[src/rtl/tbw_pkg.sv]
package tbw_pkg;
  localparam int N_TMR  = 2;
  localparam int ADDR_W = 3;
  localparam int CTRL_W = 5;

  localparam logic [ADDR_W-1:0] ADR_RLD_BASE = 3'd0;
  localparam logic [ADDR_W-1:0] ADR_CTRL     = 3'd2;
  localparam logic [ADDR_W-1:0] ADR_CLR      = 3'd3;
  localparam logic [ADDR_W-1:0] ADR_TMO      = 3'd4;

  typedef struct packed {
    logic aux_sel;
    logic irq_lvl;
    logic irq_en;
    logic t1_en;
    logic t0_en;
  } ctrl_t;
endpackage

[src/rtl/tbw_regs.sv]
module tbw_regs
  import tbw_pkg::*;
#(
  parameter int TMR_W = 24,
  parameter int BW_W  = 8
) (
  input  logic                        clk,
  input  logic                        rst_n,
  input  logic                        reg_wr,
  input  logic                        reg_sup,
  input  logic [ADDR_W-1:0]           reg_addr,
  input  logic [TMR_W-1:0]            reg_wdata,
  output logic [N_TMR-1:0][TMR_W-1:0] reload_o,
  output ctrl_t                       ctrl_o,
  output logic [BW_W-1:0]             tmo_o,
  output logic                        clr_o
);
  logic wr_ok;
  assign wr_ok = reg_wr && reg_sup;
  assign clr_o = wr_ok && (reg_addr == ADR_CLR) && reg_wdata[0];

  always_ff @(posedge clk or negedge rst_n) begin
    if (!rst_n) begin
      reload_o <= '0;
      ctrl_o   <= '0;
      tmo_o    <= '1;
    end else if (wr_ok) begin
      for (int i = 0; i < N_TMR; i++) begin
        if (reg_addr == ADR_RLD_BASE + ADDR_W'(i)) reload_o[i] <= reg_wdata;
      end
      if (reg_addr == ADR_CTRL) ctrl_o <= ctrl_t'(reg_wdata[CTRL_W-1:0]);
      if (reg_addr == ADR_TMO)  tmo_o  <= reg_wdata[BW_W-1:0];
    end
  end
endmodule

[src/rtl/tbw_timer.sv]
module tbw_timer #(
  parameter int W = 24
) (
  input  logic         clk,
  input  logic         rst_n,
  input  logic         en,
  input  logic [W-1:0] reload,
  output logic         tc
);
  logic [W-1:0] cnt;

  always_ff @(posedge clk or negedge rst_n) begin
    if (!rst_n) begin
      cnt <= '0;
      tc  <= 1'b0;
    end else begin
      tc <= 1'b0;
      if (!en) begin
        cnt <= reload;
      end else if (cnt == '0) begin
        cnt <= reload;
        tc  <= 1'b1;
      end else begin
        cnt <= cnt - 1'b1;
      end
    end
  end
endmodule

[src/rtl/tbw_watch.sv]
module tbw_watch #(
  parameter int W = 8
) (
  input  logic         clk,
  input  logic         rst_n,
  input  logic         start,
  input  logic         rdy,
  input  logic [W-1:0] tmo,
  output logic         err
);
  logic         busy;
  logic [W-1:0] cnt;

  always_ff @(posedge clk or negedge rst_n) begin
    if (!rst_n) begin
      busy <= 1'b0;
      cnt  <= '0;
      err  <= 1'b0;
    end else begin
      err <= 1'b0;
      if (start) begin
        busy <= 1'b1;
        cnt  <= tmo;
      end else if (busy) begin
        if (rdy) begin
          busy <= 1'b0;
        end else if (cnt == '0) begin
          busy <= 1'b0;
          err  <= 1'b1;
        end else begin
          cnt <= cnt - 1'b1;
        end
      end
    end
  end
endmodule

[src/rtl/tbw_unit.sv]
module tbw_unit
  import tbw_pkg::*;
#(
  parameter int TMR_W = 24,
  parameter int BW_W  = 8
) (
  input  logic              clk,
  input  logic              rst_n,
  input  logic              reg_wr,
  input  logic              reg_sup,
  input  logic [ADDR_W-1:0] reg_addr,
  input  logic [TMR_W-1:0]  reg_wdata,
  input  logic              bus_start,
  input  logic              bus_rdy,
  input  logic              refresh_in,
  output logic              irq,
  output logic              rfs_aux,
  output logic              bus_err
);
  logic [N_TMR-1:0][TMR_W-1:0] reload_q;
  ctrl_t                       ctrl_q;
  logic [BW_W-1:0]             tmo_q;
  logic                        clr;
  logic [N_TMR-1:0]            tmr_en;
  logic [N_TMR-1:0]            tmr_tc;
  logic                        lvl_q;

  tbw_regs #(.TMR_W(TMR_W), .BW_W(BW_W)) u_regs (
    .clk      (clk),
    .rst_n    (rst_n),
    .reg_wr   (reg_wr),
    .reg_sup  (reg_sup),
    .reg_addr (reg_addr),
    .reg_wdata(reg_wdata),
    .reload_o (reload_q),
    .ctrl_o   (ctrl_q),
    .tmo_o    (tmo_q),
    .clr_o    (clr)
  );

  assign tmr_en = {ctrl_q.t1_en, ctrl_q.t0_en};

  for (genvar g = 0; g < N_TMR; g++) begin : g_tmr
    tbw_timer #(.W(TMR_W)) u_tmr (
      .clk   (clk),
      .rst_n (rst_n),
      .en    (tmr_en[g]),
      .reload(reload_q[g]),
      .tc    (tmr_tc[g])
    );
  end

  // level latch: a new terminal count outranks an acknowledge
  always_ff @(posedge clk or negedge rst_n) begin
    if (!rst_n)                             lvl_q <= 1'b0;
    else if (!ctrl_q.irq_lvl)               lvl_q <= 1'b0;
    else if (tmr_tc[0] && ctrl_q.irq_en)    lvl_q <= 1'b1;
    else if (clr)                           lvl_q <= 1'b0;
  end

  assign irq     = ctrl_q.irq_lvl ? lvl_q : (tmr_tc[0] & ctrl_q.irq_en);
  assign rfs_aux = ctrl_q.aux_sel ? tmr_tc[1] : refresh_in;

  tbw_watch #(.W(BW_W)) u_watch (
    .clk  (clk),
    .rst_n(rst_n),
    .start(bus_start),
    .rdy  (bus_rdy),
    .tmo  (tmo_q),
    .err  (bus_err)
  );
endmodule

[config.mk]
export PLATFORM = sky130hd
export DESIGN_NAME = tbw_unit
export DESIGN_NICKNAME = d
export VERILOG_FILES = /design/src/rtl/tbw_pkg.sv /design/src/rtl/tbw_regs.sv /design/src/rtl/tbw_timer.sv /design/src/rtl/tbw_watch.sv /design/src/rtl/tbw_unit.sv
export SDC_FILE = /design/constraint.sdc
export NUM_CORES = 1
export LEC_CHECK = 0
export BUFFER_PORTS_ARGS = -buffer_cell sky130_fd_sc_hd__buf_2
export CELL_PAD_IN_SITES_DETAIL_PLACEMENT = 1
export CELL_PAD_IN_SITES_GLOBAL_PLACEMENT = 2
export CORE_ASPECT_RATIO = 2
export CORE_MARGIN = 2
export CORE_UTILIZATION = 41
export DETAILED_ROUTE_END_ITERATION = 8
export PLACE_DENSITY_LB_ADDON = 0.08
export SYNTH_ARGS = -nofsm -noshare
export SYNTH_HDL_FRONTEND = slang
export SYNTH_SLANG_ARGS = --single-unit
[constraint.sdc]
create_clock -name clk -period 2.95 [get_ports clk]
set_clock_uncertainty 0.2 [all_clocks]
set_input_delay 0.4425 -clock clk [delete_from_list [all_inputs] [get_ports clk]]
set_output_delay 0.4425 -clock clk [all_outputs]
set_load 0.03 [all_outputs]
==> insert_results.sql, run 1 <==
INSERT INTO impl_metrics (metric_group, metric, value, unit) VALUES
('worst_setup_path', 'timing.reg2reg.setup_slack', '0.39', 'ns'),
('clocking', 'clock-sinks', '122', ''),
('routing', 'drt-vias-per-instance', '5.47', ''),
('worst_hold_path', 'worstHoldPathCells', '2', ''),
('floorplanning', 'fp.dieH', '170', 'µm'),
('global_routing', 'grt_pass1_vias', '4461', ''),
('timing', 'report.final.slew_viol_count', '0', ''),
('worst_setup_path', 'cp_cell_sequence', 'or4_1 > nand4b_4 > o31ai_4 > buf_4 > a21oi_1 > a21o_2', ''),
('worst_setup_path', 'slowest_delay', '0.64', 'ns'),
('power_and_ir_drop', 'leakagePower', '2.87', 'nW'),
('routing', 'drtPass1Iterations', '4', ''),
('placed_design', 'gp_routability_congestion', '0.812', ''),
('timing', 'final_hold_viol_count', '0', ''),
('power_and_ir_drop', 'overall_power_consumption', '0.00640', 'W'),
('flow_run', 'timing.max_cap.violations', '0', ''),
('placed_design', 'post_place_instance_area', '6110', 'µm²'),
('timing', 'hold_ws', '0.0748', 'ns'),
('global_routing', 'number_of_antenna_violations_at_the_first_check_in_global_routing', '0', ''),
('worst_setup_path', 'worst_setup_path_start_kind', 'flip-flop', ''),
('yosys', 'synth_async_sr_flop_share', '100', '%'),
('finish', 'antenna_diode_count', '0', ''),
('worst_setup_path', 'worstPathRequired', '3.06', 'ns'),
('worst_setup_path', 'critical_path.reg2reg.startpoint', 'g_tmr[1].u_tmr.cnt[10]', ''),
('yosys', 'synth_area_per_cell', '11.4', 'µm²'),
('worst_setup_path', 'worst-endpoint-arrival', '2.67', 'ns'),
('finish', 'final_nets', '593', ''),
('clocking', 'post_cts_buffers', '0', ''),
('finish', 'layout_commonest_cell', 'sky130_fd_sc_hd__dfrtp_1', ''),
('timing', 'timing.fmax', '0.391', 'GHz'),
('yosys', 'yosysSeqAreaShare', '54.1', '%'),
('worst_setup_path', 'critical_path.max_fanout', '21', ''),
('clocking', 'clkTransAtPathRegs', '0.06', 'ns'),
('timing', 'final_critical_period', '2.56', 'ns'),
('global_routing', 'grt.overflow.total', '0', ''),
('timing', 'actual_transition_at_the_worst_max_transition_pin', '0.580', 'ns'),
('yosys', 'syn-cell-area', '5670', 'µm²'),
('worst_hold_path', 'min_delay_worst_endpoint', 'u_regs.reload_o[16]', ''),
('timing', 'timing.setup.tns', '0', 'ns'),
('worst_setup_path', 'path_delay_family', 'simple AND/OR/NAND/NOR gates', ''),
('worst_setup_path', 'rr_endpoint', 'g_tmr[1].u_tmr.cnt[4]', ''),
('clocking', 'clk_path_buf_depth', '2', ''),
('yosys', 'synth-edff-count', '0', ''),
('yosys', 'synth_cells', '497', ''),
('worst_hold_path', 'min_path_type', 'in2reg', ''),
('timing', 'report.final.setup_viol', '0', ''),
('worst_setup_path', 'timing.setup.critical_path_class', 'reg2reg', ''),
('routing', 'routed_wirelength', '14000', 'µm'),
('floorplanning', 'floorplan.die_area', '14800', 'µm²'),
('floorplanning', 'rows', '60', ''),
('yosys', 'synth.distinct_cells', '48', ''),
('timing', 'rsz0062_at_grt', 'no', ''),
('worst_setup_path', 'kind_of_end_point_of_the_critical_path', 'flip-flop', ''),
('global_routing', 'grt_use_total', '20.6', '%'),
('yosys', 'synth_warnings', '0', ''),
('routing', 'antenna_left', '0', ''),
('global_routing', 'first_pass_grt_wire_length', '23200', 'µm'),
('clocking', 'clk-insertion-delay-late', '0.41', 'ns'),
('routing', 'post_drt_wl_per_cell', '19.4', 'µm'),
('routing', 'detail_route.iter0.violations', '93', ''),
('yosys', 'synth_top_flop_cell', 'sky130_fd_sc_hd__dfrtp_1', ''),
('worst_setup_path', 'crit_slowest_cell', 'sky130_fd_sc_hd__or4_1', ''),
('timing', 'max_slew_margin', '61.0', '%'),
('routing', 'drcViolationCount', '0', ''),
('floorplanning', 'effective_utilization_at_floorplan', '41.9', '%'),
('placed_design', 'post-dp-hpwl', '10300', 'µm'),
('clocking', 'tritoncts_buffers', '17', ''),
('power_and_ir_drop', 'worst_ir_drop_vdd', '0.000436', 'V'),
('clocking', 'tritoncts', 'built', ''),
('yosys', 'postSynthNetCount', '536', ''),
('outcome', 'status', 'completed', ''),
('finish', 'share_of_post_route_cells_with_drive_strength_above_1', '32.1', '%');
what timing repair did:
action	CTS	global route
gates resized for setup	0	0
hold endpoints to repair	36	0
hold buffers	1	0
Yosys cell counts (6+ instances only):
| cell | number | area [µm²] |
|---|---|---|
| sky130_fd_sc_hd__inv_1 | 9 | 33.8 |
| sky130_fd_sc_hd__clkbuf_1 | 8 | 30.0 |
| sky130_fd_sc_hd__mux2_2 | 66 | 743 |
| sky130_fd_sc_hd__nor2_1 | 21 | 78.8 |
| sky130_fd_sc_hd__dfstp_2 | 8 | 210 |
| sky130_fd_sc_hd__xnor2_1 | 31 | 272 |
| sky130_fd_sc_hd__nor3_1 | 24 | 120 |
| sky130_fd_sc_hd__nor4_1 | 14 | 87.6 |
| sky130_fd_sc_hd__o21ai_2 | 10 | 87.6 |
| sky130_fd_sc_hd__dfrtp_1 | 114 | 2850 |
| sky130_fd_sc_hd__o21ai_1 | 7 | 35.0 |
| sky130_fd_sc_hd__nand2_1 | 66 | 248 |
| sky130_fd_sc_hd__xor2_1 | 12 | 105 |
| sky130_fd_sc_hd__o21ai_0 | 34 | 170 |
| sky130_fd_sc_hd__nand3_1 | 6 | 30.0 |
power by group:
group          total (W)  switching, W  internal [W]
registers        0.00270      0.000495       0.00220
logic            0.00163      0.000863      0.000769
clock network    0.00206      0.000793       0.00127
kinds of logic (layout without fill, tap and decap cells):
logic type                 count (synthesis)  count (layout)  share of synthesized area (%)
AOI/OAI and AO/OA                         72              72                           8.28
xor gates and xnor gates                  43              43                           6.65
adders and majority gates                  5               5                           1.10
buffers and inverters                     25              95                           2.34
DFF                                      122             122                           54.1
muxes                                     67              67                           13.3
and+or+nand+nor                          163             163                           14.3
layout make-up:
type                            instances  area, µm²
Tap cell                              155        194
Sequential cell                       122       3060
Timing Repair Buffer                   54        345
Fill cell                            1468       6800
Clock buffer                           19        443
Multi-Input combinational cell        350       2490
Clock inverter                         13        145
Inverter                                9       33.8
worst max-delay path by stage:
stage | from | to | depth (start not counted)
global placement | g_tmr[1].u_tmr.cnt[10] | g_tmr[1].u_tmr.cnt[4] | 6
global route | g_tmr[1].u_tmr.cnt[10] | g_tmr[1].u_tmr.cnt[1] | 7
floorplan | g_tmr[1].u_tmr.cnt[18] | g_tmr[1].u_tmr.cnt[15] | 5
CTS | g_tmr[1].u_tmr.cnt[10] | g_tmr[1].u_tmr.cnt[4] | 6
finish | g_tmr[1].u_tmr.cnt[10] | g_tmr[1].u_tmr.cnt[4] | 6
detailed placement | g_tmr[1].u_tmr.cnt[10] | g_tmr[1].u_tmr.cnt[4] | 6
worst register-to-register path, cell delays in order, from the launching register on:
cell	delay (ns)
sky130_fd_sc_hd__dfrtp_1	0.43
sky130_fd_sc_hd__or4_1	0.64
sky130_fd_sc_hd__nand4b_4	0.30
sky130_fd_sc_hd__o31ai_4	0.32
sky130_fd_sc_hd__buf_4	0.29
sky130_fd_sc_hd__a21oi_1	0.08
sky130_fd_sc_hd__a21o_2	0.20
flip-flops by register name, summed over array words and instances (netlist names):
name             flops
lvl_q                1
u_watch.busy         1
u_regs.reload_o     48
g_tmr.u_tmr.cnt     48
u_watch.err          1
u_watch.cnt          8
g_tmr.u_tmr.tc       2
u_regs.tmo_o         8
u_regs.ctrl_o        5
layer usage:
metal	GRT usage, %	vias to the layer above	routed length, µm
met5	0	-	0
met4	7.63	0	315
met3	4.32	17	248
met2	38.8	46	8070
met1	21.9	2018	5400
li1	-	1866	-
stage by stage:
| stage | instances | setup slack, ns | utilization (%) |
|---|---|---|---|
| 2_1_floorplan | 497 | 0.583 | - |
| 3_3_place_gp | 689 | 0.467 | 45.2 |
| 3_5_place_dp | 689 | 0.399 | 45.2 |
| 4_1_cts | 722 | 0.383 | 49.7 |
| 5_1_grt | 722 | 0.236 | 49.7 |
| 6_report | 722 | 0.392 | 49.7 |
(Power assumes the default switching activity.)
==> run 2: changes to the inputs <==
Settings changed: CAP_MARGIN set to 20, SYNTH_HIERARCHICAL set to 1.
==> run 2 against run 1 <==
Effect of this change: sequential share of layout area down 1.6 points; combinational power about the same; sequential cell count unchanged; global-route usage increased by 0.36 points; non-clock buffer count up 2; synthesized cell count grew 6.6%; via count increased by 8.2%; critical path type unchanged.
==> insert_results.sql, run 2 <==
INSERT INTO impl_metrics (metric_group, metric, value, unit) VALUES
('outcome', 'status', 'completed', ''),
('timing', 'actual_transition_at_the_worst_max_transition_pin', '0.624', 'ns'),
('worst_hold_path', 'worstHoldPathCells', '2', ''),
('yosys', 'synth-edff-count', '0', ''),
('worst_setup_path', 'critical_path.reg2reg.startpoint', 'g_tmr[0].u_tmr/cnt[12]', ''),
('flow_run', 'timing.max_cap.violations', '0', ''),
('worst_setup_path', 'setup.worst_path.end', 'g_tmr[0].u_tmr/cnt[3]', ''),
('worst_setup_path', 'worstRegToRegCells', '6', ''),
('yosys', 'synth_async_sr_flop_share', '100', '%'),
('timing', 'report.final.slew_viol_count', '0', ''),
('finish', 'antenna_diode_count', '0', ''),
('worst_setup_path', 'kind_of_end_point_of_the_critical_path', 'flip-flop', ''),
('finish', 'reg.largest.list', 'g_tmr.u_tmr/cnt: 48 flops, u_regs/reload_o: 48 flops', ''),
('power_and_ir_drop', 'worst_ir_drop_vdd', '0.000469', 'V'),
('finish', 'areaGrowthSynthToFinish', '16.4', '%'),
('finish', 'most_used_cells_in_the_layout_excluding_fill_and_tap_cells', 'sky130_fd_sc_hd__dfrtp_1 (114), sky130_fd_sc_hd__nand2_1 (62), sky130_fd_sc_hd__mux2_2 (41)', ''),
('finish', 'layout_commonest_cell', 'sky130_fd_sc_hd__dfrtp_1', ''),
('yosys', 'synth_top_flop_cell', 'sky130_fd_sc_hd__dfrtp_1', ''),
('global_routing', 'first_pass_grt_wire_length', '24700', 'µm'),
('global_routing', 'number_of_antenna_violations_at_the_first_check_in_global_routing', '0', ''),
('timing', 'rsz0062_at_grt', 'no', ''),
('global_routing', 'grt_start_max_net_pins', '52', ''),
('clocking', 'ctsRootBufferMaster', 'sky130_fd_sc_hd__clkbuf_16', ''),
('timing', 'max_slew_margin', '58.0', '%'),
('worst_setup_path', 'timing.setup.critical_path_class', 'reg2reg', ''),
('power_and_ir_drop', 'power-per-cell-area', '897', 'nW/µm²'),
('yosys', 'synth_area_per_cell', '11.3', 'µm²'),
('worst_hold_path', 'min_path_type', 'in2reg', ''),
('yosys', 'synth_area_leaders', 'sky130_fd_sc_hd__dfrtp_1 (48%), sky130_fd_sc_hd__mux2_2 (7.7%), sky130_fd_sc_hd__mux2_4 (5.3%)', ''),
('yosys', 'yosys-top-cells-count', 'sky130_fd_sc_hd__dfrtp_1 (114), sky130_fd_sc_hd__nand2_1 (62), sky130_fd_sc_hd__mux2_2 (41), sky130_fd_sc_hd__o21ai_0 (34), sky130_fd_sc_hd__xnor2_1 (30)', ''),
('worst_setup_path', 'worst_setup_path_start_kind', 'flip-flop', ''),
('placed_design', 'port-buffer-count', '36', ''),
('routing', 'drcViolationCount', '0', ''),
('power_and_ir_drop', 'leakagePower', '2.99', 'nW'),
('clocking', 'htree_levels', '4', ''),
('timing', 'final_critical_period', '2.40', 'ns'),
('yosys', 'postSynthRegisterBits', '122', ''),
('routing', 'detail_route.iter0.violations', '132', ''),
('global_routing', 'grt.overflow.total', '0', ''),
('finish', 'share_of_post_route_cells_with_drive_strength_above_1', '29.8', '%'),
('worst_hold_path', 'worstHoldStart', 'reg_wdata[17]', ''),
('placed_design', 'dpl.cell_count', '757', ''),
('finish', 'final_nets', '625', ''),
('worst_setup_path', 'timing.critical_path.from', 'g_tmr[0].u_tmr/cnt[12]', ''),
('routing', 'antenna_left', '0', ''),
('yosys', 'synth_cells', '530', ''),
('routing', 'drtPass1Iterations', '4', ''),
('floorplanning', 'io_pins', '37', ''),
('yosys', 'cell_with_the_most_instances_after_synthesis', 'sky130_fd_sc_hd__dfrtp_1', ''),
('yosys', 'postSynthNetCount', '570', ''),
('floorplanning', 'placeableCoreArea', '14400', 'µm²'),
('yosys', 'synth.distinct_cells', '56', ''),
('worst_setup_path', 'rr_endpoint', 'g_tmr[0].u_tmr/cnt[3]', ''),
('clocking', 'tritoncts_buffers', '17', ''),
('floorplanning', 'die_w', '89.4', 'µm'),
('worst_setup_path', 'worst-endpoint-arrival', '2.50', 'ns'),
('clocking', 'clk-insertion-delay-late', '0.41', 'ns'),
('clocking', 'clk_path_buf_depth', '2', ''),
('timing', 'report.final.setup_viol', '0', ''),
('finish', 'instances_no_fill', '790', ''),
('yosys', 'yosysSeqAreaShare', '51.2', '%'),
('routing', 'routed_wirelength', '14900', 'µm'),
('yosys', 'synth_top_area_cell', 'sky130_fd_sc_hd__dfrtp_1', ''),
('routing', 'drt-vias-per-instance', '5.41', ''),
('routing', 'routed-via-count', '4270', ''),
('floorplanning', 'floorplan.die_area', '15600', 'µm²'),
('worst_setup_path', 'critical_path.max_fanout', '28', ''),
('floorplanning', 'fp.dieH', '175', 'µm'),
('timing', 'timing.setup.tns', '0', 'ns'),
('timing', 'final_period_util', '81.5', '%'),
('placed_design', 'gp_routability_congestion', '0.831', ''),
('routing', 'post_drt_wl_per_cell', '18.8', 'µm'),
('clocking', 'clock-sinks', '122', ''),
('global_routing', 'grt_pass1_vias', '4745', ''),
('worst_setup_path', 'timing.reg2reg.setup_slack', '0.55', 'ns'),
('clocking', 'post_cts_resized', '0', ''),
('timing', 'final_hold_viol_count', '0', ''),
('global_routing', 'grt_use_total', '21.0', '%'),
('floorplanning', 'effective_utilization_at_floorplan', '41.7', '%'),
('timing', 'timing.fmax', '0.416', 'GHz'),
('yosys', 'yosys.area.top_type_share', '47.7', '%'),
('clocking', 'clkTransAtPathRegs', '0.06', 'ns'),
('yosys', 'synth_warnings', '6', ''),
('floorplanning', 'rows', '62', ''),
('finish', 'n_fill_cell', '1578', ''),
('yosys', 'syn-cell-area', '5980', 'µm²'),
('clocking', 'tritoncts', 'built', ''),
('placed_design', 'post-dp-hpwl', '11000', 'µm'),
('worst_setup_path', 'worstPathRequired', '3.05', 'ns');
## run 2: cell count changes in the layout (fill, tap and decap cells not counted), moves of 6 or more
cell and delta:
sky130_fd_sc_hd__o21ai_2 -6, sky130_fd_sc_hd__mux2_4 +21, sky130_fd_sc_hd__mux2_2 -25, sky130_fd_sc_hd__xor2_1 -8, sky130_fd_sc_hd__a21oi_1 +8
## run 2: worst max-delay path, stage by stage (launching register included)
cell and delay (ns):
sky130_fd_sc_hd__dfrtp_1 0.43, sky130_fd_sc_hd__nor4_1 0.56, sky130_fd_sc_hd__nand4_2 0.33, sky130_fd_sc_hd__o21ai_2 0.23, sky130_fd_sc_hd__buf_4 0.29, sky130_fd_sc_hd__a21oi_1 0.08, sky130_fd_sc_hd__a21o_1 0.16
## run 2: worst min-delay path by stage
| stage | to | slack, ns |
|---|---|---|
| 3_3_place_gp | g_tmr[1].u_tmr/cnt[2] | 0.26 |
| 4_1_cts | u_regs/reload_o[17] | 0.06 |
| 6_report | u_regs/reload_o[17] | 0.08 |
| 2_1_floorplan | g_tmr[0].u_tmr/cnt[0] | -0.05 |
| 5_1_grt | u_regs/reload_o[17] | 0.07 |
| 3_5_place_dp | g_tmr[1].u_tmr/cnt[8] | 0.27 |
## run 2: cell type report
type                            instances  area, µm²  share of cell area (%)
Clock buffer                           18        439                    6.31
Multi-Input combinational cell        374       2720                    39.0
Inverter                               14       52.6                   0.755
Sequential cell                       122       3060                    44.0
Clock inverter                         14        100                    1.44
Tap cell                              192        240                    3.45
Timing Repair Buffer                   56        348                    5.00
## run 2: where the power goes
part           internal [W]  total, W  switching, W
combinational      0.000794   0.00163      0.000837
sequential          0.00219   0.00272      0.000535
clock               0.00110   0.00189      0.000791
## run 2: stage by stage
| step | utilization (%) | total power, W | cell area [µm²] | hold slack, ns | worst slack [ns] |
|---|---|---|---|---|---|
| 3_5_place_dp | 44.7 | 0.00439 | 6410 | 0.272 | 0.542 |
| 3_3_place_gp | 44.7 | 0.00430 | 6410 | 0.262 | 0.578 |
| 2_1_floorplan | - | 0.00383 | 5980 | -0.0531 | 0.849 |
| 6_report | 48.5 | 0.00624 | 6960 | 0.0760 | 0.546 |
| 4_1_cts | 48.5 | 0.00632 | 6960 | 0.0642 | 0.523 |
| 5_1_grt | 48.5 | 0.00666 | 6960 | 0.0743 | 0.338 |
## run 2: cell families (layout without fill, tap and decap cells)
kind of cell	after synthesis	after routing	synth area share, %
flops	122	122	51.2
simple gates	176	176	16.2
compound gates	92	92	9.37
mux	66	66	13.7
xor+xnor	34	34	4.98
buf+inv	34	102	3.35
fa+ha+maj	6	6	1.26
## run 2: metal layers
metal  global-route usage [%]  vias up  part of all wire (%)
met5                        0        -                     0
met4                     8.40        0                   2.4
met3                     3.07       24                   1.5
met2                     37.6       41                    57
met1                     24.3     2177                    39
li1                         -     2028                     -
## run 2: repair_timing
| item | 4_1_cts | 5_1_grt |
|---|---|---|
| hold buffers | 1 | 0 |
| endpoints found under the hold margin | 39 | 0 |
| buffers inserted | 0 | 0 |
==> run 3: changes to the inputs <==
Clock period 2.95 ns to 2.3 ns, I/O delays scaled along.
==> run 3 against run 2 <==
Effect of this change: sequential cell count unchanged; sequential share of layout area fell by 2.7 points; die area is the same; critical path type unchanged; via count rose by 1.9%.
==> insert_results.sql, run 3 (same netlist as run 2, synthesis figures left out) <==
INSERT INTO impl_metrics (metric_group, metric, value, unit) VALUES
('routing', 'antenna_left', '0', ''),
('outcome', 'status', 'completed', ''),
('finish', 'antenna_diode_count', '0', ''),
('worst_hold_path', 'worstHoldPathCells', '2', ''),
('worst_setup_path', 'worst-endpoint-arrival', '2.29', 'ns'),
('routing', 'routed-via-count', '4350', ''),
('finish', 'layout_commonest_cell', 'sky130_fd_sc_hd__dfrtp_1', ''),
('power_and_ir_drop', 'leakagePower', '3.18', 'nW'),
('finish', 'multi_input_gate_area', '2770', 'µm²'),
('worst_setup_path', 'kind_of_end_point_of_the_critical_path', 'flip-flop', ''),
('routing', 'routed_wirelength', '15400', 'µm'),
('clocking', 'tritoncts_buffers', '17', ''),
('finish', 'areaGrowthSynthToFinish', '24.1', '%'),
('timing', 'final_critical_period', '2.20', 'ns'),
('finish', 'final_nets', '653', ''),
('worst_setup_path', 'critical_path.max_fanout', '7', ''),
('timing', 'rsz0062_at_grt', 'no', ''),
('clocking', 'clk-insertion-delay-late', '0.42', 'ns'),
('worst_setup_path', 'rr_endpoint', 'g_tmr[1].u_tmr/cnt[9]', ''),
('placed_design', 'port-buffer-count', '36', ''),
('timing', 'actual_transition_at_the_worst_max_transition_pin', '0.431', 'ns'),
('clocking', 'clk_path_buf_depth', '2', ''),
('floorplanning', 'rows', '62', ''),
('clocking', 'tritoncts', 'built', ''),
('clocking', 'htree_levels', '4', ''),
('finish', 'most_used_cells_in_the_layout_excluding_fill_and_tap_cells', 'sky130_fd_sc_hd__dfrtp_1 (114), sky130_fd_sc_hd__nand2_1 (62), sky130_fd_sc_hd__mux2_2 (41)', ''),
('worst_hold_path', 'worstHoldStart', 'reg_wdata[7]', ''),
('global_routing', 'grt_start_max_net_pins', '41', ''),
('worst_setup_path', 'timing.setup.critical_path_class', 'reg2reg', ''),
('routing', 'drtPass1Iterations', '4', ''),
('placed_design', 'post_place_instance_area', '6630', 'µm²'),
('clocking', 'clock-sinks', '122', ''),
('power_and_ir_drop', 'power-per-cell-area', '1160', 'nW/µm²'),
('global_routing', 'first_pass_grt_wire_length', '25600', 'µm'),
('clocking', 'post_cts_buffers', '0', ''),
('placed_design', 'post-dp-hpwl', '11400', 'µm'),
('power_and_ir_drop', 'worst_ir_drop_vdd', '0.000629', 'V'),
('timing', 'report.final.slew_viol_count', '0', ''),
('worst_setup_path', 'crit_slowest_cell', 'sky130_fd_sc_hd__or4_4', ''),
('placed_design', 'gp_routability_congestion', '0.886', ''),
('worst_setup_path', 'worstRegToRegCells', '5', ''),
('floorplanning', 'floorplan.die_area', '15600', 'µm²'),
('worst_setup_path', 'worstPathRequired', '2.40', 'ns'),
('routing', 'post_drt_wl_per_cell', '18.9', 'µm'),
('floorplanning', 'die_w', '89.4', 'µm'),
('floorplanning', 'fp.dieH', '175', 'µm'),
('flow_run', 'timing.max_cap.violations', '0', ''),
('routing', 'drcViolationCount', '0', ''),
('worst_setup_path', 'cp_cell_sequence', 'or4_4 > or4_4 > nor3_2 > xnor2_1 > o21ai_2', ''),
('global_routing', 'number_of_antenna_violations_at_the_first_check_in_global_routing', '0', ''),
('finish', 'reg.largest.list', 'g_tmr.u_tmr/cnt: 48 flops, u_regs/reload_o: 48 flops', ''),
('floorplanning', 'placeableCoreArea', '14400', 'µm²'),
('worst_setup_path', 'worst_path_most_repeated_cell', 'sky130_fd_sc_hd__or4_4', ''),
('global_routing', 'grt_pass1_vias', '4915', ''),
('floorplanning', 'io_pins', '37', ''),
('timing', 'hold_ws', '0.0142', 'ns'),
('finish', 'final-seq-area', '3060', 'µm²'),
('worst_setup_path', 'timing.reg2reg.setup_slack', '0.10', 'ns'),
('routing', 'drt-vias-per-instance', '5.32', ''),
('worst_setup_path', 'critical_path.reg2reg.startpoint', 'g_tmr[1].u_tmr/cnt[2]', ''),
('worst_hold_path', 'min_path_type', 'in2reg', ''),
('global_routing', 'grt_use_total', '21.8', '%'),
('clocking', 'ctsRootBufferMaster', 'sky130_fd_sc_hd__clkbuf_16', ''),
('global_routing', 'grt.overflow.total', '0', ''),
('timing', 'report.final.setup_viol', '0', ''),
('floorplanning', 'effective_utilization_at_floorplan', '41.7', '%'),
('finish', 'n_fill_cell', '1549', ''),
('clocking', 'clkTransAtPathRegs', '0.06', 'ns'),
('timing', 'timing.fmax', '0.455', 'GHz'),
('worst_setup_path', 'slowest_delay', '0.59', 'ns'),
('timing', 'final_hold_viol_count', '0', ''),
('routing', 'detail_route.iter0.violations', '196', ''),
('finish', 'share_of_post_route_cells_with_drive_strength_above_1', '31.9', '%'),
('worst_hold_path', 'min_delay_worst_endpoint', 'u_regs/reload_o[7]', ''),
('timing', 'timing.setup.tns', '0', 'ns'),
('finish', 'post-route-cell-area', '7420', 'µm²'),
('power_and_ir_drop', 'overall_power_consumption', '0.00861', 'W'),
('timing', 'final_period_util', '95.5', '%'),
('worst_setup_path', 'worst_setup_path_start_kind', 'flip-flop', ''),
('timing', 'max_slew_margin', '71.2', '%');
[run 3: changes by cell type in the layout (fill, tap and decap cells not counted), moves of 3 or more]
cell                            previous run  this run
sky130_fd_sc_hd__buf_12                    1         9
sky130_fd_sc_hd__buf_4                    19        27
sky130_fd_sc_hd__bufinv_16                 0         3
sky130_fd_sc_hd__clkinv_2                  5         1
sky130_fd_sc_hd__clkinv_4                  4         1
sky130_fd_sc_hd__dlygate4sd3_1             1        13
sky130_fd_sc_hd__nor4_1                   15        12
sky130_fd_sc_hd__nor4_2                    2         5
[run 3: report_power, final]
group          switching [W]  internal (W)
clock                0.00101       0.00174
sequential          0.000705       0.00281
combinational        0.00113       0.00122
[run 3: routing by layer]
layer	track usage [%]	part of all wire, %	up-vias
met5	0	0	-
li1	-	-	2087
met1	24.2	39	2214
met4	6.78	1.5	0
met3	3.92	1.6	13
met2	40.4	57	36
[run 3: layout make-up]
type                       count  share of cell area [%]
clock inverter                13                    2.26
timing repair buffer          84                    9.27
multi-input combinational    374                    37.3
tap                          192                    3.24
inverter                      14                   0.708
sequential                   122                    41.3
clock buffer                  19                    5.97
[run 3: worst max-delay path: cells and delay by family, from the launching register on]
family	cells	cell delay [ns]
AOI/OAI and AO/OA	1	0.07
xor gates and xnor gates	1	0.16
DFF	1	0.47
and+or+nand+nor	3	1.19
[run 3: stage by stage]
stage	utilization, %	cells	setup slack [ns]
4_1_cts	51.4	818	0.0133
2_1_floorplan	-	530	0.199
3_5_place_dp	46.2	773	0.0395
3_3_place_gp	46.2	773	0.143
6_report	51.7	818	0.103
5_1_grt	51.7	818	0.0144
[run 3: how the worst max path moves through the flow]
stage                             end  slack (ns)             startpoint
6_report        g_tmr[1].u_tmr/cnt[9]        0.10  g_tmr[1].u_tmr/cnt[2]
5_1_grt                u_watch/cnt[4]        0.01         u_watch/cnt[0]
4_1_cts         g_tmr[0].u_tmr/cnt[3]        0.01  g_tmr[0].u_tmr/cnt[1]
3_5_place_dp    g_tmr[0].u_tmr/cnt[3]        0.04  g_tmr[0].u_tmr/cnt[1]
3_3_place_gp    g_tmr[0].u_tmr/cnt[3]        0.14  g_tmr[0].u_tmr/cnt[1]
2_1_floorplan  g_tmr[0].u_tmr/cnt[12]        0.20  g_tmr[0].u_tmr/cnt[0]
[run 3: what timing repair did]
item,in CTS,in global routing
hold buffers,13,0
resized for setup,0,8
endpoints found under the hold margin,43,0
setup endpoints to repair,0,11
